==> src/rtl/ctl_ep_responder.sv <==
module ctl_ep_responder #(
  parameter int LEN_W = 7
) (
  input  logic             clk,
  input  logic             rst_n,
  input  logic             tok_valid,
  input  logic [1:0]       tok_kind,
  input  logic [LEN_W-1:0] pkt_len,
  input  logic             crc_ok,
  input  logic             stat_out_qual,
  input  logic             stat_wr,
  input  logic [1:0]       rx_stat_wr,
  input  logic [1:0]       tx_stat_wr,
  input  logic             done_clr,
  output logic [1:0]       hs_code,
  output logic             rx_accept,
  output logic             done_set,
  output logic             in_send,
  output logic             proto_err,
  output logic [1:0]       rx_stat,
  output logic [1:0]       tx_stat,
  output logic             rx_done,
  output logic             rx_tog,
  output logic             tx_tog
);
  localparam logic [1:0] ST_DIS = 2'b00, ST_STALL = 2'b01, ST_NAK = 2'b10, ST_VALID = 2'b11;
  localparam logic [1:0] K_OUT = 2'b01, K_IN = 2'b10, K_SETUP = 2'b11;
  localparam logic [1:0] HS_NONE = 2'b00, HS_ACK = 2'b01, HS_NAK = 2'b10, HS_STALL = 2'b11;

  logic [1:0] n_hs;
  logic       n_acc, n_ins, n_err, setup_ok, out_ok;
  wire        len_nz = (pkt_len != '0);

  always_comb begin
    n_hs = HS_NONE;
    n_acc = 1'b0;
    n_ins = 1'b0;
    n_err = 1'b0;
    setup_ok = 1'b0;
    out_ok = 1'b0;
    if (tok_valid) begin
      case (tok_kind)
        K_SETUP:
          if (rx_stat != ST_DIS && crc_ok && !rx_done) begin
            n_hs = HS_ACK;
            n_acc = 1'b1;
            setup_ok = 1'b1;
          end
        K_OUT:
          if (crc_ok) begin
            case (rx_stat)
              ST_STALL: n_hs = HS_STALL;
              ST_NAK:   n_hs = HS_NAK;
              ST_VALID:
                if (stat_out_qual && len_nz) n_err = 1'b1;
                else begin
                  n_hs = HS_ACK;
                  n_acc = 1'b1;
                  out_ok = 1'b1;
                end
              default: ;
            endcase
          end
        K_IN:
          case (tx_stat)
            ST_STALL: n_hs = HS_STALL;
            ST_NAK:   n_hs = HS_NAK;
            ST_VALID: n_ins = 1'b1;
            default: ;
          endcase
        default: ;
      endcase
    end
  end

  always_ff @(posedge clk or negedge rst_n) begin
    if (!rst_n) begin
      hs_code   <= HS_NONE;
      rx_accept <= 1'b0;
      done_set  <= 1'b0;
      in_send   <= 1'b0;
      proto_err <= 1'b0;
    end else begin
      hs_code   <= n_hs;
      rx_accept <= n_acc;
      done_set  <= n_acc;
      in_send   <= n_ins;
      proto_err <= n_err;
    end
  end

  always_ff @(posedge clk or negedge rst_n) begin
    if (!rst_n) begin
      rx_stat <= ST_DIS;
      tx_stat <= ST_DIS;
      rx_done <= 1'b0;
      rx_tog  <= 1'b0;
      tx_tog  <= 1'b0;
    end else begin
      rx_done <= n_acc | (rx_done & ~done_clr);
      if (stat_wr) begin
        rx_stat <= rx_stat_wr;
        tx_stat <= tx_stat_wr;
      end else if (setup_ok) begin
        rx_stat <= ST_NAK;
        tx_stat <= ST_NAK;
      end
      if (setup_ok) begin
        rx_tog <= 1'b1;
        tx_tog <= 1'b1;
      end else begin
        if (out_ok) rx_tog <= ~rx_tog;
        if (n_ins)  tx_tog <= ~tx_tog;
      end
    end
  end


  setup_no_refuse_chk: assert property (@(posedge clk) disable iff (!rst_n)
    tok_valid && tok_kind == K_SETUP |=> hs_code != HS_NAK && hs_code != HS_STALL);


  setup_pending_drop_chk: assert property (@(posedge clk) disable iff (!rst_n)
    tok_valid && tok_kind == K_SETUP && rx_done |=> hs_code == HS_NONE && !rx_accept);


  setup_naks_both_chk: assert property (@(posedge clk) disable iff (!rst_n)
    tok_valid && tok_kind == K_SETUP && rx_stat != ST_DIS && crc_ok && !rx_done && !stat_wr
    |=> rx_stat == ST_NAK && tx_stat == ST_NAK && rx_tog && tx_tog);


  status_out_err_chk: assert property (@(posedge clk) disable iff (!rst_n)
    tok_valid && tok_kind == K_OUT && rx_stat == ST_VALID && crc_ok && stat_out_qual && len_nz
    |=> proto_err && hs_code == HS_NONE && !rx_accept);


  crc_bad_silent_chk: assert property (@(posedge clk) disable iff (!rst_n)
    tok_valid && (tok_kind == K_OUT || tok_kind == K_SETUP) && !crc_ok
    |=> hs_code == HS_NONE && !done_set);


  done_sticky_chk: assert property (@(posedge clk) disable iff (!rst_n)
    rx_done && !done_clr |=> rx_done);


  accept_marks_done_chk: assert property (@(posedge clk) disable iff (!rst_n)
    rx_accept |-> rx_done);
endmodule

==> config.mk <==
export PLATFORM = sky130hd
export DESIGN_NAME = ctl_ep_responder
export DESIGN_NICKNAME = d
export VERILOG_FILES = /design/src/rtl/ctl_ep_responder.sv
export SDC_FILE = /design/constraint.sdc
export NUM_CORES = 1
export LEC_CHECK = 0
export BUFFER_PORTS_ARGS = -buffer_cell sky130_fd_sc_hd__buf_2
export CORE_MARGIN = 2
export CORE_UTILIZATION = 42
export DETAILED_ROUTE_END_ITERATION = 6
export PLACE_DENSITY = 0.85
export SYNTH_ARGS = -nofsm -noshare
export SYNTH_HDL_FRONTEND = slang
export SYNTH_SLANG_ARGS = --single-unit
export TNS_END_PERCENT = 5
==> constraint.sdc <==
create_clock -name clk -period 2.1 [get_ports clk]
set_clock_uncertainty 0.2 [all_clocks]
set_input_delay 0.105 -clock clk [delete_from_list [all_inputs] [get_ports clk]]
set_output_delay 0.105 -clock clk [all_outputs]
set_load 0.05 [all_outputs]
Yosys cells after proc, flatten, opt, wreduce, memory -nomap -nowiden
Cells that the tools add are included.

storage, ports and cells
  output and inout bits = 13
  bits of input ports = 20
  register bits after elaboration = 12

cells by class
  multiplexer cells = 32
  reduce and logical (&&, ||, !) cells = 9
  bitwise operators = 5
  equality and inequality tests = 9

operator list
  cell                                            count
  2-to-1 mux 1 bit                                23
  == test 2 bit (second input constant)           6
  case mux 2 bit (3 select lines)                 2
  2-to-1 mux 2 bit                                5
  nonzero test 2 bit                              4
  nonzero test 7 bit                              1
  == test 2 x 1 -> 1 bit (second input constant)  3
  case mux 2 bit (2 select lines)                 1
  logical AND 1 bit                               3
  NOT 1 bit                                       3
  case mux 1 bit (2 select lines)                 1
  bitwise AND 1 bit                               1
  zero test 1 bit                                 1
  OR 1 bit                                        1

Logic depth before layout (Yosys ltp)
Gate-level depths: netlist of the first run.

  word-level depth = 9
  depth in mapped cells = 6

Worst setup path after synthesis of the first run
No wires, ideal clock.

  kind = flip-flop to flip-flop
  from = register rx_stat[0]
  to = register rx_stat[1]
  cell stages (with the launch flop) = 7
  library setup time = 83 ps
  slack = 152 ps
  arrival = 1665 ps
  period minus slack after synthesis = 1948 ps
  data required time = 1817 ps
  cell sequence = dfrtp_1 inv_1 ha_1 nor3b_1 and4_1 nor2_1 o21ai_0

on the way
  cells in the longest elaborated chain, start to end = 7

ends and longest elaborated chain
  element                          RTL line  RTL
  start, declared                  20        output logic [1:0] rx_stat,
  start signal, assigned           102       rx_stat <= rx_stat_wr;
  nonzero test 2 bit               44        if (rx_stat != ST_DIS && crc_ok && !rx_done) begin
  logical AND 1 bit (2 in series)  44
  2-to-1 mux 1 bit                 44
  2-to-1 mux 1 bit                 42        case (tok_kind)
  2-to-1 mux 1 bit                 41        if (tok_valid) begin
  nonzero test 2 bit (no line)     -

No other way between the ends.
A chain may end at the register's enable or synchronous reset.

Worst setup path after layout of the first run
  from = register rx_stat[1]
  to = register tx_stat[0]

on the way
  cells in the longest elaborated chain, start to end = 7

ends and longest elaborated chain
  element                          RTL line  RTL
  nonzero test 2 bit               44
  logical AND 1 bit (2 in series)  44
  2-to-1 mux 1 bit                 44
  2-to-1 mux 1 bit                 42
  2-to-1 mux 1 bit                 41
  nonzero test 2 bit (no line)     -
  end signal, assigned             103       tx_stat <= tx_stat_wr;
  end, declared                    21        output logic [1:0] tx_stat,

No other way between the ends.

==> results of run 1 <==
-- sequential cells by signal (all words and copies together) (netlist names) --
register	flops
hs_code	2
rx_stat	2
tx_stat	2
done_set	1
in_send	1
proto_err	1
rx_done	1
rx_tog	1
tx_tog	1
-- power by group --
part	switching, µW	leakage [µW]	internal [µW]
sequential	16.8	0.000152	257
clock	78.1	0.0000210	105
combinational	152	0.000345	78.6
-- stage by stage --
stage          total power, µW  cell area [µm²]  hold WS, ps  setup slack [ps]
2_1_floorplan              424              621         -391               152
3_3_place_gp               486              792         -211               313
3_5_place_dp               489              792         -204               309
4_1_cts                    692              968         3.04               289
5_1_grt                    720              968         30.0              85.6
6_report                   687              968         12.0               301
-- final timing paths --
kind / start / endpoint / slack (ps) / cells after the start
max reg2reg: rx_stat[1]$_DFFE_PN0P_ / tx_stat[0]$_DFFE_PN0P_ / 300 / 6
max: rx_stat[1]$_DFFE_PN0P_ / tx_stat[0]$_DFFE_PN0P_ / 300 / 6
max in group asynchronous: rst_n / rx_stat[1]$_DFFE_PN0P_ / 1460 / 2
min: tok_kind[1] / hs_code[1]$_DFF_PN0_ / 10 / 3
min in group asynchronous: rst_n / proto_err$_DFF_PN0_ / 30 / 2
min reg2reg: tx_tog$_DFFE_PN0P_ / tx_tog$_DFFE_PN0P_ / 320 / 2
-- area by class of cell --
class / count / area, µm² / area share
timing repair buffer: 46 / 300 / 0.310
tap: 15 / 18.8 / 0.0194
clock buffer: 4 / 36.3 / 0.0375
sequential: 12 / 300 / 0.310
inverter: 3 / 11.3 / 0.0116
multi-input combinational: 42 / 302 / 0.311
-- routing by layer --
metal,routed length [µm],vias to the layer above
met4,0,0
li1,-,304
met5,0,-
met2,697,28
met1,621,268
met3,114,0
-- worst reg2reg max path, delay by kind of cell (launching register included) --
kind                     cells  cell delay (ps)
AO/OA/AOI/OAI                1               80
adder cells (fa/ha/maj)      1              180
buffers and inverters        1               90
flip-flops                   1              390
AND/OR/NAND/NOR              3              740
-- layout by cell type, fill, tap and decap left out, types with 3 or more instances in the layout --
cell type / synthesis / layout
sky130_fd_sc_hd__dlygate4sd3_1: 0 / 14
sky130_fd_sc_hd__nor2_1: 4 / 4
sky130_fd_sc_hd__buf_2: 0 / 32
sky130_fd_sc_hd__inv_1: 3 / 3
sky130_fd_sc_hd__clkbuf_4: 0 / 3
sky130_fd_sc_hd__nand2_1: 8 / 8
sky130_fd_sc_hd__dfrtp_1: 12 / 12
sky130_fd_sc_hd__ha_1: 4 / 4
sky130_fd_sc_hd__o21ai_0: 3 / 3
-- repair_timing --
item | 4_1_cts | 5_1_grt
endpoints found under the hold margin | 20 | 0
setup buffers | 0 | 0
hold buffers | 14 | 0
setup endpoints to repair | 0 | 0
-- logic make-up (layout without fill, tap and decap cells) --
logic type,count (synthesis),in the layout,synth area share
AO/OA/AOI/OAI,12,12,0.161
XOR/XNOR,1,1,0.0141
adder cells (fa/ha/maj),4,4,0.0806
buffers and inverters,4,53,0.0302
flip-flops,12,12,0.484
AND/OR/NAND/NOR,25,25,0.230
==> impl_summary.md, run 1 <==
Floorplanning
33 I/O pins were placed. For this configuration, the core starts out at a cell density of 0.465. The die covers ~0.0018 mm². The core region is roughly 0.0013 mm². The standard-cell row count is 13. From bottom edge to top edge, the die measures 42.4 µm. The floorplan die width is between 40 and 50 µm.

Yosys
Synthesis produced a netlist whose cell count is between 50 and 60. The post-synthesis sequential area ratio is 0.484. The total of flip-flops plus latches after synthesis is 12.

Yosys mapped a number of flops with a built-in enable equal to 0. The Yosys step of the flow raised 0 warnings. In the synthesized netlist the async set-or-reset flop fraction comes to 1.00.

Synthesis produced a netlist with a net count of 82. The most common cell in the synthesized netlist is sky130_fd_sc_hd__dfrtp_1. Counting instances in the post-synthesis netlist gives the leading cell types as sky130_fd_sc_hd__dfrtp_1, sky130_fd_sc_hd__nand2_1, sky130_fd_sc_hd__ha_1, sky130_fd_sc_hd__nor2_1.

By area the synthesized netlist is led by sky130_fd_sc_hd__dfrtp_1, sky130_fd_sc_hd__ha_1, sky130_fd_sc_hd__nand2_1. The total standard cell area after synthesis is around 620 µm². The average cell area after synthesis is roughly 11 µm².

The area share of the leading cell type in the synthesized netlist is 0.484. Yosys mapped the design onto 28 distinct sky130hd cell types. The most frequently used flop master after synthesis is sky130_fd_sc_hd__dfrtp_1. Summed over all instances, the cell type with the most area after synthesis is sky130_fd_sc_hd__dfrtp_1.

Routing
Once detail routing completed, the nets flagged for antenna violations numbered 0. In the routed design, unresolved DRC markers number 0. The number of DRC violations after detailed-routing iteration 0 is 13. The number of search-and-repair iterations in the first detailed-routing pass is 4.

After detailed routing, the average wire length per cell comes to between 10 and 15 µm. For this block, the routed nets add up to ~1400 µm of wire. The total vias in the final route is 600. After detailed routing, the number of vias per cell comes to between 4 and 5.

STA
For the final routed database, the setup TNS stands at 0 ps. Dividing the final minimum period by the clock period gives 0.857. The number of endpoints with negative hold slack in the final report is 0. Setup repair after global routing left no endpoint under its margin. Setup violations remaining at the end of the flow were counted as 0. The slew at the pin with the worst max-slew slack is around 330 ps.

The maximum frequency from static timing analysis is roughly 0.56 GHz. The number of max-slew violations in the final report is 0. The worst max-slew margin expressed relative to the limit is 0.776.

The final critical delay including setup and external delays is 1800 ps.

Clock network
After clock tree synthesis, the clock-pin slew on the worst setup and hold paths is approximately 80 ps. The number of gates resized after CTS was 0. The root buffer cell chosen for the clock tree is sky130_fd_sc_hd__clkbuf_4. The TritonCTS buffer count is 3.

The insertion delay to the later sink of the worst-skew pair is 270 ps. CTS saw 12 sinks. TritonCTS built the clock tree. The maximum clock path buffer count is 2. In this run the number of H-tree levels came out at 1.

Placed design
Detailed placement finished with a half-perimeter wire length of between 1000 and 1500 µm. The instance count after placement with tap cells included is ~100. The final weighted congestion of routability-driven global placement is 0.820. Port buffering added 32 buffers.

Global routing
The total global routing overflow is 0. The maximum number of pins on one net before global-route repair is 13. The initial antenna violation count is 0. The routing usage on met1 is 0.217. The via count of the first global-routing pass was about 580.

The total routing usage reported by global routing is 0.171. The first-pass GRT wire length is 2380 µm. In the global route stage, met2 resource usage came out at 0.298. The met3 track demand over resource is 0.0431. The most crowded layer after global routing is met2.

Cells and area
The layout overhead on the synthesized area is 56.0%. Measured on the finished design, the core utilization comes to 0.726. The fraction of final layout cells with drive strength greater than 1 is 0.374.

The antenna diode instance count is 0. The layout has between 100 and 150 filler cells. At the end of the flow, the number of nets in the layout was around 130. Excluding fillers, the count of instances in the completed layout stands at approximately 120.

Worst setup path
The worst setup path is captured at a flip-flop. The critical setup path kind is flip-flop to flip-flop. Traced cell by cell, the critical path runs through inv_1 -> ha_1 -> nor3b_1 -> nand4_1 -> nand2_1 -> o21ai_0.

Data arrives at the worst endpoint at 1750 ps. The number of buffers and inverters on the critical path is 1. The worst setup path is launched from a flip-flop. On the critical path, the stage with the largest delay is an instance of sky130_fd_sc_hd__dfrtp_1. In this run the worst path has a maximum fanout of 5. Among cell families on the critical path, the largest total delay comes from simple AND/OR/NAND/NOR gates. The required time reported for the critical path endpoint is 2060 ps. The peak per-stage delay on the critical path is between 300 and 400 ps.

Status
The run finished with clean final reports.

Pwr
Dividing total power by cell area gives a power density of 710 mW/mm². The static leakage is between 0.0005 and 0.0006 µW. The worst IR drop on VDD is 0.000421 V.

Job
Max-cap violations in this run came to 0.

Min path
The worst hold-check path type is primary input to flip-flop.
Note: power is estimated with default switching activity, not from simulation.
==> run 2, diff against run 1 <==
--- a/config.mk
+++ b/config.mk
@@ -9,7 +9,9 @@
 export CORE_MARGIN = 2
 export CORE_UTILIZATION = 42
 export DETAILED_ROUTE_END_ITERATION = 6
+export GPL_TIMING_DRIVEN = 0
 export PLACE_DENSITY = 0.85
+export RECOVER_POWER = 100
 export SYNTH_ARGS = -nofsm -noshare
 export SYNTH_HDL_FRONTEND = slang
 export SYNTH_SLANG_ARGS = --single-unit
==> run 2 against run 1 <==
Compared with the run above: clock power rose by 3%; utilization shrank 1.0 points; register-to-register slack is essentially flat; hold slack worse by 6.7 ps; combinational power is 3% lower; fmax down 4.9%; routed wire length up 4.2%; non-clock buffer count rose by 1; total power up 0.17%; flip-flop and latch count is the same.
==> impl_summary.md, run 2 (synthesis results as in run 1) <==
Cells and area
Largest regs: hs_code x2, rx_stat x2, tx_stat x2 (unchanged). Most used cells in the layout excluding fill and tap cells: sky130_fd_sc_hd__buf_2, sky130_fd_sc_hd__dlygate4sd3_1, sky130_fd_sc_hd__clkbuf_1 (was sky130_fd_sc_hd__buf_2, sky130_fd_sc_hd__dlygate4sd3_1, sky130_fd_sc_hd__dfrtp_1). The filler cell count in the final layout is 112 (was 103). The most common cell after layout, fill and taps aside is sky130_fd_sc_hd__buf_2 (unchanged). The final net count is 133 (was 132). The fraction of final layout cells with drive strength greater than 1 is 0.241 (was 0.374). The area of the multi-input gates is 298 µm² (was 302 µm²). The antenna diode instance count is 0 (unchanged). The layout overhead on the synthesized area came to 53.8% (was 56.0%). The total area of sequential cells is 300 µm² (unchanged). The end-of-flow core utilization is 0.716 (was 0.726).

Routing
The residual antenna-violating net count after detailed routing is 0 (unchanged). The via-per-instance ratio is 5.10 (was 4.92). The number of search-and-repair iterations in the first detailed-routing pass was 4 (unchanged).

The detailed-route DRC error count is 0 (unchanged). The total wire length is 1490 µm (was 1430 µm). The total vias in the final route is 627 (was 600). The number of DRC violations after detailed-routing iteration 0 was 19 (was 13).

The average wire per cell in the routed design came to 12.1 µm (was 11.8 µm).

Global routing
The via count of the first global-routing pass is 601 (was 579). The initial antenna violation count was 0 (unchanged). The total routing usage reported by global routing is 0.179 (was 0.171). The first-pass GRT wire length was 2420 µm (was 2380 µm). The maximum number of pins on one net before global-route repair is 13 (unchanged). The total global routing overflow is 0 (unchanged).

Clock network
The level count of the clock H-tree is 1 (unchanged). The TritonCTS clock tree is built (unchanged). The cell at the root of the clock tree was sky130_fd_sc_hd__clkbuf_4 (unchanged). The post-CTS setup repair buffer count is 0 (unchanged). The clock net sink count was 12 (unchanged). The TritonCTS buffer count is 3 (unchanged). The insertion delay to the later sink of the worst-skew pair was 280 ps (was 270 ps).

The maximum clock path buffer count is 2 (unchanged). The clock transition at the registers of the reported paths is 80 ps (about the same).

STA
The hold slack is 5.31 ps (was 12.0 ps). The slew at the pin with the worst max-slew slack was 617 ps (was 335 ps). Unrepaired setup endpoints after global routing: no (unchanged).

The maximum frequency from static timing analysis is 0.529 GHz (was 0.556 GHz). The number of endpoints with negative hold slack in the final report is 0 (unchanged). The setup total negative slack was 0 ps (unchanged). The final critical delay including setup and external delays came to 1890 ps (was 1800 ps). The post-route clock period utilization came to 0.901 (was 0.857). The worst max-slew margin expressed relative to the limit is 0.589 (was 0.776). The setup-violating endpoint count in the final report was 0 (unchanged). The number of max-slew violations in the final report came to 0 (unchanged).

Placed design
The final weighted congestion of routability-driven global placement is 0.732 (was 0.820). The sum of net half-perimeters after detailed placement is 1090 µm (was 1020 µm). The number of buffers inserted by port buffering came to 32 (unchanged).

Pwr
The power per standard cell area is 721 mW/mm² (was 710 mW/mm²). The static leakage is 0.000473 µW (was 0.000519 µW). The worst IR drop on VDD was 0.000372 V (was 0.000421 V). The total power was 689 µW (was 687 µW).

Worst setup path
The data arrival time of the worst path came to 1900 ps (was 1750 ps). The slowest cell on the critical path is sky130_fd_sc_hd__dlygate4sd3_1 (was sky130_fd_sc_hd__dfrtp_1). The required time reported for the critical path endpoint is 2110 ps (was 2060 ps).

The peak per-stage delay on the critical path is 650 ps (was 390 ps). The largest fanout on the critical path is 5 (unchanged). The endpoint kind of the worst setup timing path is a flip-flop (unchanged).

The reg-to-reg setup timing slack is 290 ps (was 300 ps). The critical setup path kind is primary input to flip-flop (was flip-flop to flip-flop). The category of the worst setup path launch point is a primary input (was flip-flop). Cells traversed along the worst timing path: buf_2 -> or4_1 -> o41ai_4 -> dlygate4sd3_1 -> nand2_1 -> nand3_1 (was inv_1 -> ha_1 -> nor3b_1 -> nand4_1 -> nand2_1 -> o21ai_0).

Min path
The worst hold-check path type is primary input to flip-flop (unchanged).

Status
Status: finished clean (unchanged).

Floorplanning
The die footprint is 0.00180 mm² (unchanged). The standard-cell row count is 13 (unchanged). The floorplan die width is 42.4 µm (unchanged). The placeable core area came to 0.00133 mm² (unchanged). The I/O pin total came to 33 (unchanged). The die height is 42.4 µm (unchanged). The initial standard-cell utilization of the core is 0.465 (unchanged).

Job
The max-cap check violation count is 0 (unchanged).
run 2: stage by stage:
stage	setup slack (ps)	instance area (µm²)	std cells
final	208	955	123
after global routing	157	955	123
after CTS	276	976	123
after detailed placement	281	800	105
after global placement	310	800	105
after floorplan	152	621	58
run 2: final timing paths:
| kind | from | endpoint | cells after the start |
|---|---|---|---|
| setup / recovery | pkt_len[2] | rx_done$_DFF_PN0_ | 6 |
| hold / removal | tok_kind[1] | in_send$_DFF_PN0_ | 2 |
| setup reg to reg | rx_stat[1]$_DFFE_PN0P_ | tx_stat[0]$_DFFE_PN0P_ | 6 |
| hold reg to reg | tx_tog$_DFFE_PN0P_ | tx_tog$_DFFE_PN0P_ | 2 |
| max in group asynchronous | rst_n | rx_tog$_DFFE_PN0P_ | 2 |
| min in group asynchronous | rst_n | in_send$_DFF_PN0_ | 2 |
run 2: area by class of cell:
| type | count | share of cell area |
|---|---|---|
| multi-input combinational | 42 | 0.312 |
| buffer | 1 | 0.00786 |
| clock buffer | 4 | 0.0380 |
| timing repair buffer | 46 | 0.296 |
| inverter | 3 | 0.0118 |
| tap | 15 | 0.0197 |
| sequential | 12 | 0.315 |
run 2: worst max-delay path, delay by kind of cell:
| family | cells | cell delay (ps) |
|---|---|---|
| buffers and inverters | 2 | 740 |
| and+or+nand+nor | 3 | 730 |
| AOI/OAI and AO/OA | 1 | 320 |
run 2: per-layer routing:
metal / wire, µm / track usage / vias up
met5: 0 / 0 / -
met4: 10 / 0.0563 / 0
met3: 99 / 0.0474 / 2
met2: 776 / 0.332 / 24
met1: 607 / 0.196 / 291
li1: - / - / 310
run 2: where the power goes:
group / internal (µW) / switching (µW)
clock: 105 / 84.2
sequential: 257 / 18.6
combinational: 70.6 / 153
run 2: what timing repair did:
action	4_1_cts	5_1_grt
hold endpoints to repair	20	0
gates resized for setup	0	0
hold buffers	14	0
==> run 3, diff against run 2 <==
--- a/config.mk
+++ b/config.mk
@@ -6,11 +6,13 @@
 export NUM_CORES = 1
 export LEC_CHECK = 0
 export BUFFER_PORTS_ARGS = -buffer_cell sky130_fd_sc_hd__buf_2
+export CORE_ASPECT_RATIO = 0.9
 export CORE_MARGIN = 2
 export CORE_UTILIZATION = 42
 export DETAILED_ROUTE_END_ITERATION = 6
+export GPL_ROUTABILITY_DRIVEN = 0
 export GPL_TIMING_DRIVEN = 0
-export PLACE_DENSITY = 0.85
+export PLACE_DENSITY = 0.76
 export RECOVER_POWER = 100
 export SYNTH_ARGS = -nofsm -noshare
 export SYNTH_HDL_FRONTEND = slang
==> run 3 against run 2 <==
Compared with the run above: clock-buffer cell count unchanged; global-route usage increased by 0.93 points; final cell count unchanged; combinational power hardly changed; die area is essentially flat; non-clock buffer count stayed put; routed wire length grew 1.9%; critical path type unchanged; critical endpoint unchanged; highest routed layer is now met3.
==> impl_summary.md, run 3 (synthesis results as in run 1) <==
Global routing
The via count of the first global-routing pass is 572 (was 601). The first-pass GRT wire length is 2350 µm (was 2420 µm). The maximum number of pins on one net before global-route repair is 13 (unchanged).

The initial antenna violation count was 0 (unchanged). The total routing usage reported by global routing is 0.189 (was 0.179). The total global routing overflow came to 0 (unchanged).

STA
The setup total negative slack is 0 ps (unchanged). The hold slack is 11.4 ps (was 5.31 ps). The slew at the pin with the worst max-slew slack was 624 ps (was 617 ps). Unrepaired setup endpoints after global routing: no (unchanged).

The maximum frequency from static timing analysis is 0.546 GHz (was 0.529 GHz). The post-route clock period utilization is 0.872 (was 0.901). The number of endpoints with negative hold slack in the final report is 0 (unchanged). The setup-violating endpoint count in the final report was 0 (unchanged). The worst max-slew margin expressed relative to the limit came to 0.584 (was 0.589). The final critical delay including setup and external delays is 1830 ps (was 1890 ps). The number of max-slew violations in the final report is 0 (unchanged).

Cells and area
The final standard cell area without fillers is 955 µm² (unchanged). The layout overhead on the synthesized area is 53.8% (unchanged). Largest regs: hs_code x2, rx_stat x2, tx_stat x2 (unchanged). The most common cell after layout, fill and taps aside is sky130_fd_sc_hd__buf_2 (unchanged). The final net count is 133 (unchanged). Most used cells in the layout excluding fill and tap cells: sky130_fd_sc_hd__buf_2, sky130_fd_sc_hd__dlygate4sd3_1, sky130_fd_sc_hd__clkbuf_1 (unchanged). The fraction of final layout cells with drive strength greater than 1 is 0.241 (unchanged). The filler cell count in the final layout came to 117 (was 112). The area of the multi-input gates came to 298 µm² (unchanged). The antenna diode instance count is 0 (unchanged).

The total area of sequential cells is 300 µm² (unchanged).

Worst setup path
The startpoint of the most critical register-to-register path is rx_stat[1]$_DFFE_PN0P_ (unchanged). The number of cells on the worst reg-to-reg path is 6 (unchanged). The instance count on the critical path is 6 (unchanged). The required time reported for the critical path endpoint is 2110 ps (about the same). The largest fanout on the critical path came to 5 (unchanged). The critical setup path kind is primary input to flip-flop (unchanged). The slowest cell on the critical path was sky130_fd_sc_hd__dlygate4sd3_1 (unchanged). The category of the worst setup path launch point is a primary input (unchanged). Cells traversed along the worst timing path: buf_2 -> or4_1 -> o41ai_4 -> dlygate4sd3_1 -> nand2_1 -> nand3_1 (unchanged). The endpoint kind of the worst setup timing path is a flip-flop (unchanged). The peak per-stage delay on the critical path came to 610 ps (was 650 ps).

The beginning of the critical path is pkt_len[2] (unchanged). The data arrival time of the worst path is 1840 ps (was 1900 ps). The critical path capture point is rx_done$_DFF_PN0_ (unchanged).

The reg-to-reg setup timing slack is 280 ps (was 290 ps). The number of buffers and inverters on the critical path is 2 (unchanged). The category of cells accounting for the largest share of critical-path delay was simple AND/OR/NAND/NOR gates (was buffers and inverters). The worst flop-to-flop path endpoint is tx_stat[0]$_DFFE_PN0P_ (unchanged).

Floorplanning
The placeable core area is 0.00142 mm² (was 0.00133 mm²). The floorplan die width is 44.5 µm (was 42.4 µm). The standard-cell row count is 13 (unchanged). The I/O pin total came to 33 (unchanged). The initial standard-cell utilization of the core is 0.439 (was 0.465). The die height is 40.5 µm (was 42.4 µm).

The die footprint is 0.00180 mm² (about the same).

Pwr
The power per standard cell area came to 714 mW/mm² (was 721 mW/mm²). The static leakage is 0.000473 µW (unchanged). The worst IR drop on VDD is 0.000381 V (was 0.000372 V).

Job
The max-cap check violation count came to 0 (unchanged).

Status
Status: finished clean (unchanged).

Clock network
The cell at the root of the clock tree is sky130_fd_sc_hd__clkbuf_4 (unchanged). The clock net sink count is 12 (unchanged). The clock transition at the registers of the reported paths is 80 ps (about the same). The insertion delay to the later sink of the worst-skew pair is 270 ps (was 280 ps). The TritonCTS clock tree is built (unchanged). The level count of the clock H-tree is 1 (unchanged).

The maximum clock path buffer count is 2 (unchanged). The TritonCTS buffer count came to 3 (unchanged). The post-cts resize count is 0 (unchanged).

Placed design
The number of buffers inserted by port buffering is 32 (unchanged). The area after detailed placement is 800 µm² (unchanged). The sum of net half-perimeters after detailed placement came to 1040 µm (was 1090 µm).

Routing
The residual antenna-violating net count after detailed routing was 0 (unchanged). The number of search-and-repair iterations in the first detailed-routing pass is 4 (unchanged). The number of DRC violations after detailed-routing iteration 0 is 12 (was 19). The via-per-instance ratio is 5.16 (was 5.10). The average wire per cell in the routed design is 12.4 µm (was 12.1 µm). The total vias in the final route came to 635 (was 627).

The detailed-route DRC error count was 0 (unchanged). The total wire length is 1520 µm (was 1490 µm).

Min path
The number of cells on the worst hold path is 2 (unchanged). The worst hold-check path type is primary input to flip-flop (unchanged).
[run 3: final cells by class]
| type | instances | share of cell area |
|---|---|---|
| Timing Repair Buffer | 46 | 0.296 |
| Buffer | 1 | 0.00786 |
| Tap cell | 15 | 0.0197 |
| Inverter | 3 | 0.0118 |
| Clock buffer | 4 | 0.0380 |
| Multi-Input combinational cell | 42 | 0.312 |
| Sequential cell | 12 | 0.315 |
[run 3: worst min-delay path by stage]
| stage | from | to | slack, ps |
|---|---|---|---|
| global placement | rst_n | rx_done$_DFF_PN0_ | -210 |
| finish | tok_kind[1] | in_send$_DFF_PN0_ | 10 |
| floorplan | rst_n | done_set$_DFF_PN0_ | -390 |
| global route | tok_kind[1] | in_send$_DFF_PN0_ | 5 |
| detailed placement | rst_n | done_set$_DFF_PN0_ | -210 |
| CTS | tok_kind[1] | in_send$_DFF_PN0_ | 10 |
[run 3: timing repair]
item | 4_1_cts | 5_1_grt
setup buffers | 0 | 0
hold buffers | 14 | 0
endpoints found under the hold margin | 20 | 0
endpoints found under the setup margin | 0 | 0
[run 3: through the flow]
step	std cells	util	total power (µW)	worst slack [ps]
6_report	123	0.675	682	269
5_1_grt	123	0.675	722	158
4_1_cts	123	0.690	694	283
3_5_place_dp	105	0.565	491	295
3_3_place_gp	105	0.565	486	329
2_1_floorplan	58	-	424	152
[run 3: layer usage]
layer	GRT usage	vias to the layer above	part of all wire
met3	0.0405	0	0.090
met1	0.207	291	0.42
met2	0.362	37	0.49
met4	0.0682	0	0
li1	-	307	-
met5	0	-	0
[run 3: report_power, final]
| group | total (µW) | switching, µW | internal, µW |
|---|---|---|---|
| Clock | 185 | 79.2 | 105 |
| Combinational | 222 | 151 | 70.3 |
| Sequential | 276 | 19.2 | 257 |
| Total | 682 | 250 | 432 |
[run 3: worst reg2reg max path, stage by stage (launching register included)]
cell and delay, ps:
sky130_fd_sc_hd__dfrtp_1 410, sky130_fd_sc_hd__inv_1 100, sky130_fd_sc_hd__ha_1 180, sky130_fd_sc_hd__nor3b_1 330
sky130_fd_sc_hd__nand4_1 290, sky130_fd_sc_hd__nand2_1 140, sky130_fd_sc_hd__o21ai_0 70
